==> config.mk <==
export PLATFORM = sky130hd
export DESIGN_NAME = erase_verify_ctrl
export DESIGN_NICKNAME = d
export VERILOG_FILES = /design/src/rtl/erase_ctl_pkg.sv /design/src/rtl/erase_dp.sv /design/src/rtl/erase_fsm.sv /design/src/rtl/erase_verify_ctrl.sv
export SDC_FILE = /design/constraint.sdc
export NUM_CORES = 1
export LEC_CHECK = 0
export ABC_CLOCK_PERIOD_IN_PS = 2750
export BUFFER_PORTS_ARGS = -buffer_cell sky130_fd_sc_hd__buf_4
export CORE_MARGIN = 1.5
export CORE_UTILIZATION = 48
export DETAILED_ROUTE_END_ITERATION = 10
export PLACE_DENSITY_LB_ADDON = 0.05
export SLEW_MARGIN = 0
export SYNTH_ARGS = -nofsm -noshare
export SYNTH_HDL_FRONTEND = slang
export SYNTH_SLANG_ARGS = --single-unit
==> constraint.sdc <==
create_clock -name clk -period 2.75 [get_ports clk]
set_input_delay 0.1375 -clock clk [delete_from_list [all_inputs] [get_ports clk]]
set_output_delay 0.1375 -clock clk [all_outputs]
set_load 0.02 [all_outputs]
==> src/rtl/erase_ctl_pkg.sv <==
package erase_ctl_pkg;

  typedef enum logic [1:0] {
    ST_IDLE   = 2'd0,
    ST_ERASE  = 2'd1,
    ST_VERIFY = 2'd2,
    ST_FINISH = 2'd3
  } ctlState_t;

  // strobes from control to datapath
  typedef struct packed {
    logic clrRun;    // new run: attempt count to 1, result cleared
    logic clrTimer;  // restart pulse timer
    logic tickTimer; // advance pulse timer
    logic clrAddr;   // sweep back to address 0
    logic incAddr;   // next location
    logic incTries;  // one more attempt
    logic setPass;   // clean sweep finished
  } dpCmd_t;

endpackage

==> src/rtl/erase_dp.sv <==
module erase_dp
  import erase_ctl_pkg::*;
#(
  parameter int ADDR_W       = 6,
  parameter int DATA_W       = 8,
  parameter int ERASE_CYCLES = 20,
  parameter int MAX_TRIES    = 200,
  parameter int TRY_W        = $clog2(MAX_TRIES + 1)
) (
  input  logic              clk,
  input  logic              rstN,
  input  dpCmd_t            cmd,
  input  logic [DATA_W-1:0] memData,
  output logic              timerDone,
  output logic              addrLast,
  output logic              byteOk,
  output logic              triesMax,
  output logic [ADDR_W-1:0] addr,
  output logic [TRY_W-1:0]  tries,
  output logic              passFlag
);

  localparam int TMR_W = $clog2(ERASE_CYCLES + 1);
  localparam logic [TMR_W-1:0]  TMR_END  = TMR_W'(ERASE_CYCLES - 1);
  localparam logic [ADDR_W-1:0] ADDR_END = {ADDR_W{1'b1}};
  localparam logic [TRY_W-1:0]  TRY_END  = TRY_W'(MAX_TRIES);

  logic [TMR_W-1:0] timer;
  logic [DATA_W-1:0] bitOk;

  // per-lane erased check
  genvar gi;
  generate
    for (gi = 0; gi < DATA_W; gi++) begin : g_lane
      assign bitOk[gi] = memData[gi];
    end
  endgenerate

  assign byteOk    = &bitOk;
  assign timerDone = (timer == TMR_END);
  assign addrLast  = (addr == ADDR_END);
  assign triesMax  = (tries == TRY_END);

  always_ff @(posedge clk or negedge rstN) begin
    if (!rstN) begin
      timer <= '0;
    end else if (cmd.clrTimer) begin
      timer <= '0;
    end else if (cmd.tickTimer && !timerDone) begin
      timer <= timer + 1'b1;
    end
  end

  always_ff @(posedge clk or negedge rstN) begin
    if (!rstN) begin
      addr <= '0;
    end else if (cmd.clrAddr) begin
      addr <= '0;
    end else if (cmd.incAddr) begin
      addr <= addr + 1'b1;
    end
  end

  always_ff @(posedge clk or negedge rstN) begin
    if (!rstN) begin
      tries    <= '0;
      passFlag <= 1'b0;
    end else if (cmd.clrRun) begin
      tries    <= TRY_W'(1);
      passFlag <= 1'b0;
    end else begin
      if (cmd.incTries && !triesMax) tries <= tries + 1'b1;
      if (cmd.setPass) passFlag <= 1'b1;
    end
  end

  p_tries_bound_r7: assert property (@(posedge clk) disable iff (!rstN)
    tries <= TRY_END);
  p_timer_bound_r3: assert property (@(posedge clk) disable iff (!rstN)
    timer <= TMR_END);
  p_addr_step_r4: assert property (@(posedge clk) disable iff (!rstN)
    cmd.incAddr |=> addr == $past(addr) + 1'b1);
  p_run_restart_r10: assert property (@(posedge clk) disable iff (!rstN)
    cmd.clrRun |=> tries == TRY_W'(1) && !passFlag);

endmodule

==> src/rtl/erase_fsm.sv <==
module erase_fsm
  import erase_ctl_pkg::*;
(
  input  logic   clk,
  input  logic   rstN,
  input  logic   start,
  input  logic   timerDone,
  input  logic   addrLast,
  input  logic   byteOk,
  input  logic   triesMax,
  output dpCmd_t cmd,
  output logic   busy,
  output logic   done,
  output logic   eraseStb,
  output logic   hvReq,
  output logic   pgmN,
  output logic   memCeN,
  output logic   memOeN
);

  ctlState_t state, nextState;

  always_ff @(posedge clk or negedge rstN) begin
    if (!rstN) state <= ST_IDLE;
    else       state <= nextState;
  end

  always_comb begin
    nextState = state;
    cmd       = '0;
    unique case (state)
      ST_IDLE, ST_FINISH: begin
        if (start) begin
          cmd.clrRun   = 1'b1;
          cmd.clrTimer = 1'b1;
          nextState    = ST_ERASE;
        end
      end
      ST_ERASE: begin
        cmd.tickTimer = 1'b1;
        if (timerDone) begin
          cmd.clrAddr = 1'b1;
          nextState   = ST_VERIFY;
        end
      end
      ST_VERIFY: begin
        if (!byteOk) begin
          if (triesMax) begin
            nextState = ST_FINISH;
          end else begin
            cmd.incTries = 1'b1;
            cmd.clrTimer = 1'b1;
            nextState    = ST_ERASE;
          end
        end else if (addrLast) begin
          cmd.setPass = 1'b1;
          nextState   = ST_FINISH;
        end else begin
          cmd.incAddr = 1'b1;
        end
      end
      default: nextState = ST_IDLE;
    endcase
  end

  assign eraseStb = (state == ST_ERASE);
  assign pgmN     = (state != ST_ERASE);
  assign hvReq    = (state == ST_ERASE) || (state == ST_VERIFY);
  assign memCeN   = (state != ST_VERIFY);
  assign memOeN   = (state != ST_VERIFY);
  assign busy     = hvReq;
  assign done     = (state == ST_FINISH);

  p_busy_done_excl_r1: assert property (@(posedge clk) disable iff (!rstN)
    !(busy && done));
  p_pulse_end_r3: assert property (@(posedge clk) disable iff (!rstN)
    $fell(eraseStb) |-> $past(timerDone));
  p_fail_at_limit_r7: assert property (@(posedge clk) disable iff (!rstN)
    (state == ST_VERIFY && !byteOk) |=> (done == $past(triesMax)));
  p_pulse_holds_r9: assert property (@(posedge clk) disable iff (!rstN)
    (state == ST_ERASE && !timerDone) |=> state == ST_ERASE);
  p_stop_on_bad_r5: assert property (@(posedge clk) disable iff (!rstN)
    (state == ST_VERIFY && !byteOk && !triesMax) |=> eraseStb);

endmodule

==> src/rtl/erase_verify_ctrl.sv <==
module erase_verify_ctrl
  import erase_ctl_pkg::*;
#(
  parameter int ADDR_W       = 6,
  parameter int DATA_W       = 8,
  parameter int ERASE_CYCLES = 20,
  parameter int MAX_TRIES    = 200,
  parameter int TRY_W        = $clog2(MAX_TRIES + 1)
) (
  input  logic              clk,
  input  logic              rstN,
  input  logic              start,
  output logic              busy,
  output logic              done,
  output logic              pass,
  output logic [TRY_W-1:0]  tryCount,
  output logic              eraseStb,
  output logic              hvReq,
  output logic              pgmN,
  output logic [ADDR_W-1:0] memAddr,
  input  logic [DATA_W-1:0] memData,
  output logic              memCeN,
  output logic              memOeN
);

  dpCmd_t cmd;
  logic timerDone, addrLast, byteOk, triesMax;

  erase_fsm u_fsm (
    .clk       (clk),
    .rstN      (rstN),
    .start     (start),
    .timerDone (timerDone),
    .addrLast  (addrLast),
    .byteOk    (byteOk),
    .triesMax  (triesMax),
    .cmd       (cmd),
    .busy      (busy),
    .done      (done),
    .eraseStb  (eraseStb),
    .hvReq     (hvReq),
    .pgmN      (pgmN),
    .memCeN    (memCeN),
    .memOeN    (memOeN)
  );

  erase_dp #(
    .ADDR_W       (ADDR_W),
    .DATA_W       (DATA_W),
    .ERASE_CYCLES (ERASE_CYCLES),
    .MAX_TRIES    (MAX_TRIES),
    .TRY_W        (TRY_W)
  ) u_dp (
    .clk       (clk),
    .rstN      (rstN),
    .cmd       (cmd),
    .memData   (memData),
    .timerDone (timerDone),
    .addrLast  (addrLast),
    .byteOk    (byteOk),
    .triesMax  (triesMax),
    .addr      (memAddr),
    .tries     (tryCount),
    .passFlag  (pass)
  );

  p_pass_only_done_r6: assert property (@(posedge clk) disable iff (!rstN)
    pass |-> done);

endmodule

[After elaboration in Yosys (flattened, before gate mapping)]
Cells that the tools add are included.
Storage, ports and cells
  word-level logic and storage cells: 58
  output and inout bits: 22
  register bits after elaboration: 22
Cells by class
  reductions and logical operators: 13
  muxes and demuxes: 26
  add/subtract/negate cells: 3
  equal/unequal tests: 11
Operator list (number)
  two-way mux 8 bit: 2
  two-way mux 2 bit: 7
  two-way mux 6 bit: 2
  two-way mux 1 bit: 10
  two-way mux 5 bit: 2
  adder 8 x 1 -> 8 bit (second input constant): 1
  == test 8 bit (second input constant): 1
  AND reduction 8 bit: 1
  nonzero test 2 bit: 4
  adder 6 x 1 -> 6 bit (second input constant): 1
  == test 6 bit (second input constant): 1
  one-hot mux 2 bit (3 select lines): 1
  adder 5 x 1 -> 5 bit (second input constant): 1
  == test 5 bit (second input constant): 1
  == test 2 bit (second input constant): 2
  inequality test 2 x 1 -> 1 bit (second input constant): 2
  inequality test 2 bit (second input constant): 2
  two-way mux 3 bit: 1
  inequality test 3 bit (second input constant): 1
  AND reduction 3 bit: 1
  == test 2 x 1 -> 1 bit (second input constant): 1
  logical AND 1 bit: 2
  logical NOT 1 bit: 2
  logical NOT 2 bit: 1
  3 further kinds: 3

[Logic depth before layout (Yosys ltp)]
Gate-level depths: netlist of the first run.
  word-level depth: 7
  gate-level depth with buffers: 7

[By module]
Synthesis of the first run repeated with hierarchy kept, for this count alone.
Unflattened totals
  cells, all modules: 135
  area, all modules: 1281.2 µm²
Modules (own cells, without submodules)
  erase_dp: instances 1, cells an instance 105, sequential area each 500.5 µm², area an instance 1028.5 µm²
  erase_fsm: instances 1, cells an instance 30, sequential area each 50.0 µm², area an instance 252.7 µm²

[Least setup slack after synthesis of the first run]
No wires, ideal clock.
  kind: flip-flop to flip-flop
  from: reg u_dp.addr[0]
  to: reg u_fsm.state[1]
  data arrival time: 1.747 ns
  stages on the path, launching flop included: 6
  path slack: 0.882 ns
  library setup time: 0.122 ns
  period minus slack after synthesis: 1.868 ns
  buffers on the path: 0
  cell sequence: dfrtp_1 -> ha_1 -> and2_4 -> a2111oi_4 -> nor2_1 -> a32o_1
Between the ends
  longest elaborated chain between the ends: 3
RTL lines
  from (decl): RTL line erase_dp.sv:18  | output logic [ADDR_W-1:0] addr,
  from (signal assigned): RTL line erase_dp.sv:60  | addr <= addr + 1'b1;
  == test 6 bit: RTL line erase_dp.sv:41  | assign addrLast = (addr == ADDR_END);
  inequality test 3 bit (no source line)
  AND reduction 3 bit (no source line)
  to (signal assigned): RTL line erase_fsm.sv:25  | else state <= nextState;
  to (decl): RTL line erase_fsm.sv:21  | ctlState_t state, nextState;
Every way passes these cells.
A chain may end at the register's enable or synchronous reset.

[Worst setup path in the final report of the first run]
  from: reg u_fsm.state[0]
  to: reg u_fsm.state[1]
Between the ends
  longest elaborated chain between the ends: 4
  elaborated cells between the ends (all ways): 10
  classes of those cells: eq/ne: 6; mux: 1; reduce/logical: 3
RTL lines
  == test 2 bit or logical NOT 2 bit (tied branches): RTL line erase_fsm.sv:31  | unique case (state)
  OR reduction 2 bit: RTL line erase_fsm.sv:31
  inequality test 2 bit (no source line)
  AND reduction 3 bit (no source line)
Several ways; a longest one is shown, not always the timed one.

==> results of run 1 <==
through the flow:
stage                util  std cells  area [sq um]  power (mW)
floorplan               -        123          1230       0.862
global route        0.632        186          1550        1.37
finish              0.632        186          1550        1.28
CTS                 0.632        186          1550        1.30
detailed placement  0.607        181          1490        1.04
global placement    0.607        181          1490        1.03
routing by layer:
metal,global-route usage,vias to the layer above
met1,0.250,449
met2,0.311,28
li1,-,485
met5,0,-
met3,0.0250,2
met4,0.0812,0
final cells by class:
class / count / area [sq um] / area share
repair buffers: 33 / 250 / 0.161
multi-input cells: 88 / 627 / 0.404
clock buffers: 3 / 22.5 / 0.0145
well taps: 30 / 37.5 / 0.0242
flip-flops and latches: 22 / 551 / 0.355
clock inverters: 1 / 30.0 / 0.0194
inverters: 9 / 33.8 / 0.0218
cells in the final DEF (no fill, tap or decap), types with 2 or more instances in the layout:
master / netlist / routed
dfrtp_1: 22 / 22
o21ai_0: 4 / 4
mux2i_1: 3 / 3
nand2_1: 6 / 6
xnor2_1: 3 / 3
xor2_1: 11 / 11
nor2_1: 23 / 23
nand4_1: 10 / 10
buf_4: 2 / 32
a21oi_1: 2 / 2
clkbuf_4: 0 / 3
inv_1: 9 / 9
ha_1: 8 / 8
where the power goes:
group          total (mW)  internal (mW)  switching, mW
sequential          0.447          0.382         0.0650
clock               0.254          0.147          0.107
combinational       0.583          0.241          0.342
logic make-up after synthesis:
family,Yosys count,synth area share
XOR/XNOR,14,0.0994
flip-flops,22,0.446
buffers and inverters,13,0.0456
adder cells (fa/ha/maj),8,0.0811
AND/OR/NAND/NOR,48,0.202
AO/OA/AOI/OAI,15,0.101
multiplexers,3,0.0243
worst max-delay path, delay by kind of cell (launching register included):
kind            cells  cell delay, ps
buf+inv             2             220
simple gates        1             140
compound gates      2             830
fa+ha+maj           1             230
flops               1             440
registers in the layout, summed over array words and instances (netlist names):
register,cells
u_dp.addr,6
u_dp.passFlag,1
u_fsm.state,2
u_dp.tries,8
u_dp.timer,5
what timing repair did:
action | CTS | global route
hold endpoints to repair | 22 | 0
hold buffers | 1 | 0
setup endpoints to repair | 0 | 0
final timing paths:
path | from | cells after the start | to
max in group asynchronous | rstN | 2 | u_dp.addr[2]
hold reg to reg | u_dp.passFlag | 2 | u_dp.passFlag
min in group asynchronous | rstN | 2 | u_dp.tries[2]
setup / recovery | u_fsm.state[0] | 6 | u_fsm.state[1]
setup reg to reg | u_fsm.state[0] | 6 | u_fsm.state[1]
hold / removal | start | 3 | u_fsm.state[0]
==> results.toml, run 1 <==
[status]
status = "finished clean"

[critical_path]
endpoint_kind = "flop"
worst_setup_path_start_kind = "flop"
path_max_fanout = 7
cp_common_cell = "inv_1"
path_class = "flop to flop"
slowest_stage = "a2111oi_4"
cp_cell_sequence = "inv_1 > ha_1 > inv_1 > a2111oi_4 > nor2_1 > a32o_1"
critPathArrivalTime_ps = 2170
slowest_delay_ps = 560
ff2ff_setup_slack_ps = 790
cp_data_required_time_ps = 2960

[detailed_routing]
drt_iter0_markers = 16
drt_first_pass_iters = 4
wl_met3_um = 110
viasPerCell = 5.18
ant_nets = 0
totalWireLength_um = 2450
routed.top_layer = "met4"
wl_met1_um = 1190
vias = 964
routedWlPerCell_um = 13.2
drc = 0
met2_length_um = 1140

[timing]
worst_hold_slack_ps = 114
setup_ws_ps = 791
clock.fmax_mhz = 510
maxSlewViolCount = 0
worstMarginPinSlew_ps = 537
skew_ps = 5.71
period_needed_ps = 1960
finalSetupTns_ps = 0
fin_crit_sh = 0.713
finalSetupViolations = 0
relSlewSlack = 0.642
rsz0062_at_grt = "no"
finalHoldViolCount = 0

[floorplanning]
die_area_sq_um = 2880
num_io_pins = 33
start_util = 0.503
core_area_sq_um = 2450
rows = 18
fp.dieH_um = 53.7
die_w_um = 53.7

[finish]
syn2layout_area_growth_pct = 25.8
drive_above_1_share = 0.276
diodes = 0
fin_nets = 176
fillCellCount = 208

[clock_network]
cts_resized = 0
cts_tree = "done"
clock_path_buffers = 2
cts_made_buffers = 3
clkLatencyLatePin_ps = 310
cts_sinks = 22
clk_pin_slew_worst_paths_ps = 130
cts_root_buffer = "clkbuf_4"
cts_setup_buffers = 0
htree_levels = 1

[placement]
port_buffers = 32
dp.final_hpwl_um = 1850
dp_slack_ps = 793
gp_congestion = 0.765

[yosys]
synth_top_area_frac = 0.446
yosysWarnings = 0
synth_ff_type = "dfrtp_1"
synthTopCellsByArea = "dfrtp_1, ha_1, xor2_1"
synth.distinct_cells = 32
yosysTopAreaCell = "dfrtp_1"
async_reset_ff_frac = 1.00
yosysMostFrequentCell = "nor2_1"
synthesis.nets = 142
synth_edf_count = 0
syn_inst = 123
yosys_register_bits = 22
synth_commonest_cells = "nor2_1, dfrtp_1, xor2_1"
synth.cell_area_sq_um = 1230
syn_avg_cell_area_sq_um = 10.0
ys_seq_area_frac = 0.446

[power_and_ir_drop]
powerDensity_nw_per_um2 = 828
peakVddDrop_mv = 0.686
leakagePower_nw = 0.753

[grt]
grtUsageTotal = 0.190
antenna_found_initial = 0
overflow = 0
grt_start_max_net_pins = 23
grt_pass1_wl_um = 3950
grt_pass1_vias = 901

[worst_hold_path]
hold_class = "input pin to flop"

[flow_run]
drv_cap = 0
Power figures use the tool's default switching activity.
==> run 2, diff against run 1 <==
- ABC_CLOCK_PERIOD_IN_PS: 2750 -> 1800
- CORE_UTILIZATION: 48 -> 46
- clock period: 2.75 -> 1.8 ns (I/O delays scaled with it)
==> results.toml, run 2 (synthesized netlist as in run 1, its figures left out) <==
[status]
status = "finished clean"

[detailed_routing]
routedWlPerCell_um = 12.8
viasPerCell = 5.10
drt_iter0_markers = 11
drc = 0
drt_first_pass_iters = 4
vias = 1000
ant_nets = 0
totalWireLength_um = 2510

[timing]
finalHoldViolCount = 0
relSlewSlack = 0.719
maxSlewViolCount = 0
finalSetupViolations = 0
clock.fmax_mhz = 587
period_needed_ps = 1700
finalSetupTns_ps = 0
fin_crit_sh = 0.947
skew_ps = 2.33
worstMarginPinSlew_ps = 417

[grt]
overflow = 0
grt_start_max_net_pins = 23
antenna_found_initial = 0
grt_pass1_wl_um = 4040
grt_pass1_vias = 942
grtUsageTotal = 0.185

[power_and_ir_drop]
switching_power_uw = 811
power_frac_clock = 0.143
seqPwrFrac = 0.339
leakagePower_nw = 0.794
combPwrFrac = 0.518
peakVddDrop_mv = 1.25
p_sw_frac = 0.416
powerDensity_nw_per_um2 = 1190
internal-power_mw = 1.14

[critical_path]
crit_family = "flip-flops"
ff2ff_setup_slack_ps = 100
critPathArrivalTime_ps = 1950
timing.critical_path.buf_inv = 1
path_max_fanout = 6
path_class = "flop to flop"
reg2reg_depth = 7
cp_cell_sequence = "ha_2 > and2_4 > a2111oi_4 > buf_4 > nand4_1 > xor2_1 > nor2_1"
cp_data_required_time_ps = 2040
startpoint = "u_dp.addr[0]"
path_depth = 7
worst_setup_path_start_kind = "flop"
crit_path_end = "u_dp.addr[3]"
endpoint_kind = "flop"
slowest_delay_ps = 430
r2r-start = "u_dp.addr[0]"
slowest_stage = "dfrtp_2"
timing.rr.end = "u_dp.addr[3]"

[finish]
syn2layout_area_growth_pct = 33.0
regArea_sq_um = 552
final_cell_mix = "buf_4, nor2_1, dfrtp_1, xor2_1, nand4_1"
drive_above_1_share = 0.349
final_common_cell = "buf_4"
multi_input_comb_area_sq_um = 656
largestRegisters = "u_dp.tries (8), u_dp.addr (6), u_dp.timer (5)"
fillCellCount = 196
regMostFlops = "u_dp.tries"
largest_reg_flops = 8
fin_nets = 186
design_area_sq_um = 1640
layoutNonFillerInstCount = 196
diodes = 0

[placement]
port_buffers = 32
dpl_cell_area_sq_um = 1560
place_inst = 189
gp_congestion = 0.770
dp.final_hpwl_um = 1880

[clock_network]
clkLatencyLatePin_ps = 300
cts_root_buffer = "clkbuf_4"
cts_made_buffers = 3
htree_levels = 1
clock_path_buffers = 2
cts_sinks = 22
clk_pin_slew_worst_paths_ps = 130
cts_tree = "done"

[floorplanning]
die_area_sq_um = 3000
rows = 18
core_area_sq_um = 2500
fp.dieH_um = 54.8
die_w_um = 54.8
num_io_pins = 33
start_util = 0.493

[worst_hold_path]
hp-start = "start"
hold_class = "input pin to flop"

[flow_run]
drv_cap = 0
[run 2: area by class of cell]
| type | count | area share |
|---|---|---|
| Multi-Input combinational cell | 88 | 0.400 |
| Sequential cell | 22 | 0.336 |
| Timing Repair Buffer | 43 | 0.198 |
| Tap cell | 30 | 0.0229 |
| Clock buffer | 4 | 0.0221 |
| Inverter | 9 | 0.0206 |
[run 2: layer usage]
| metal | track usage | wire, um | share of wire | vias to the layer above |
|---|---|---|---|---|
| met3 | 0.0273 | 138 | 0.055 | 2 |
| li1 | - | - | - | 507 |
| met4 | 0.0375 | 13 | 0.0052 | 0 |
| met2 | 0.298 | 1140 | 0.45 | 29 |
| met1 | 0.262 | 1220 | 0.48 | 462 |
| met5 | 0 | 0 | 0 | - |
[run 2: power groups by stage]
stage	Sequential, mW	Clock [mW]	Combinational (mW)
after global placement	0.664	0	0.984
after floorplan	0.704	0	0.626
after global routing	0.679	0.293	1.11
after CTS	0.658	0.278	0.999
after detailed placement	0.668	0	0.991
final	0.660	0.279	1.01
[run 2: how the worst min path moves through the flow]
stage / slack (ps) / end / cells after the start
final: 70 / u_fsm.state[0] / 3
after global routing: 80 / u_fsm.state[0] / 3
after CTS: 80 / u_fsm.state[0] / 3
after detailed placement: -2 / u_dp.addr[2] / 1
after global placement: -8 / u_dp.addr[2] / 1
after floorplan: -210 / u_dp.addr[0] / 0
[run 2: stage by stage]
step	setup slack, ps	hold WS (ps)	util	power [mW]
finish	95.7	68.8	0.656	1.95
detailed placement	70.7	-2.39	0.623	1.66
global route	-21.1	83.2	0.656	2.09
global placement	119	-7.61	0.623	1.65
CTS	43.6	76.5	0.641	1.93
floorplan	14.3	-206	-	1.33
[run 2: timing repair]
| action | 4_1_cts | 5_1_grt |
|---|---|---|
| hold buffers | 1 | 0 |
| setup endpoints to repair | 0 | 9 |
| gates resized for setup | 0 | 4 |
| setup buffers | 0 | 2 |
| endpoints found under the hold margin | 22 | 0 |
[run 2: worst reg2reg max path, stage by stage, from the launching register on]
cell and delay [ps]:
dfrtp_2 430, ha_2 190, and2_4 150, a2111oi_4 320
buf_4 210, nand4_1 100, xor2_1 150, nor2_1 90
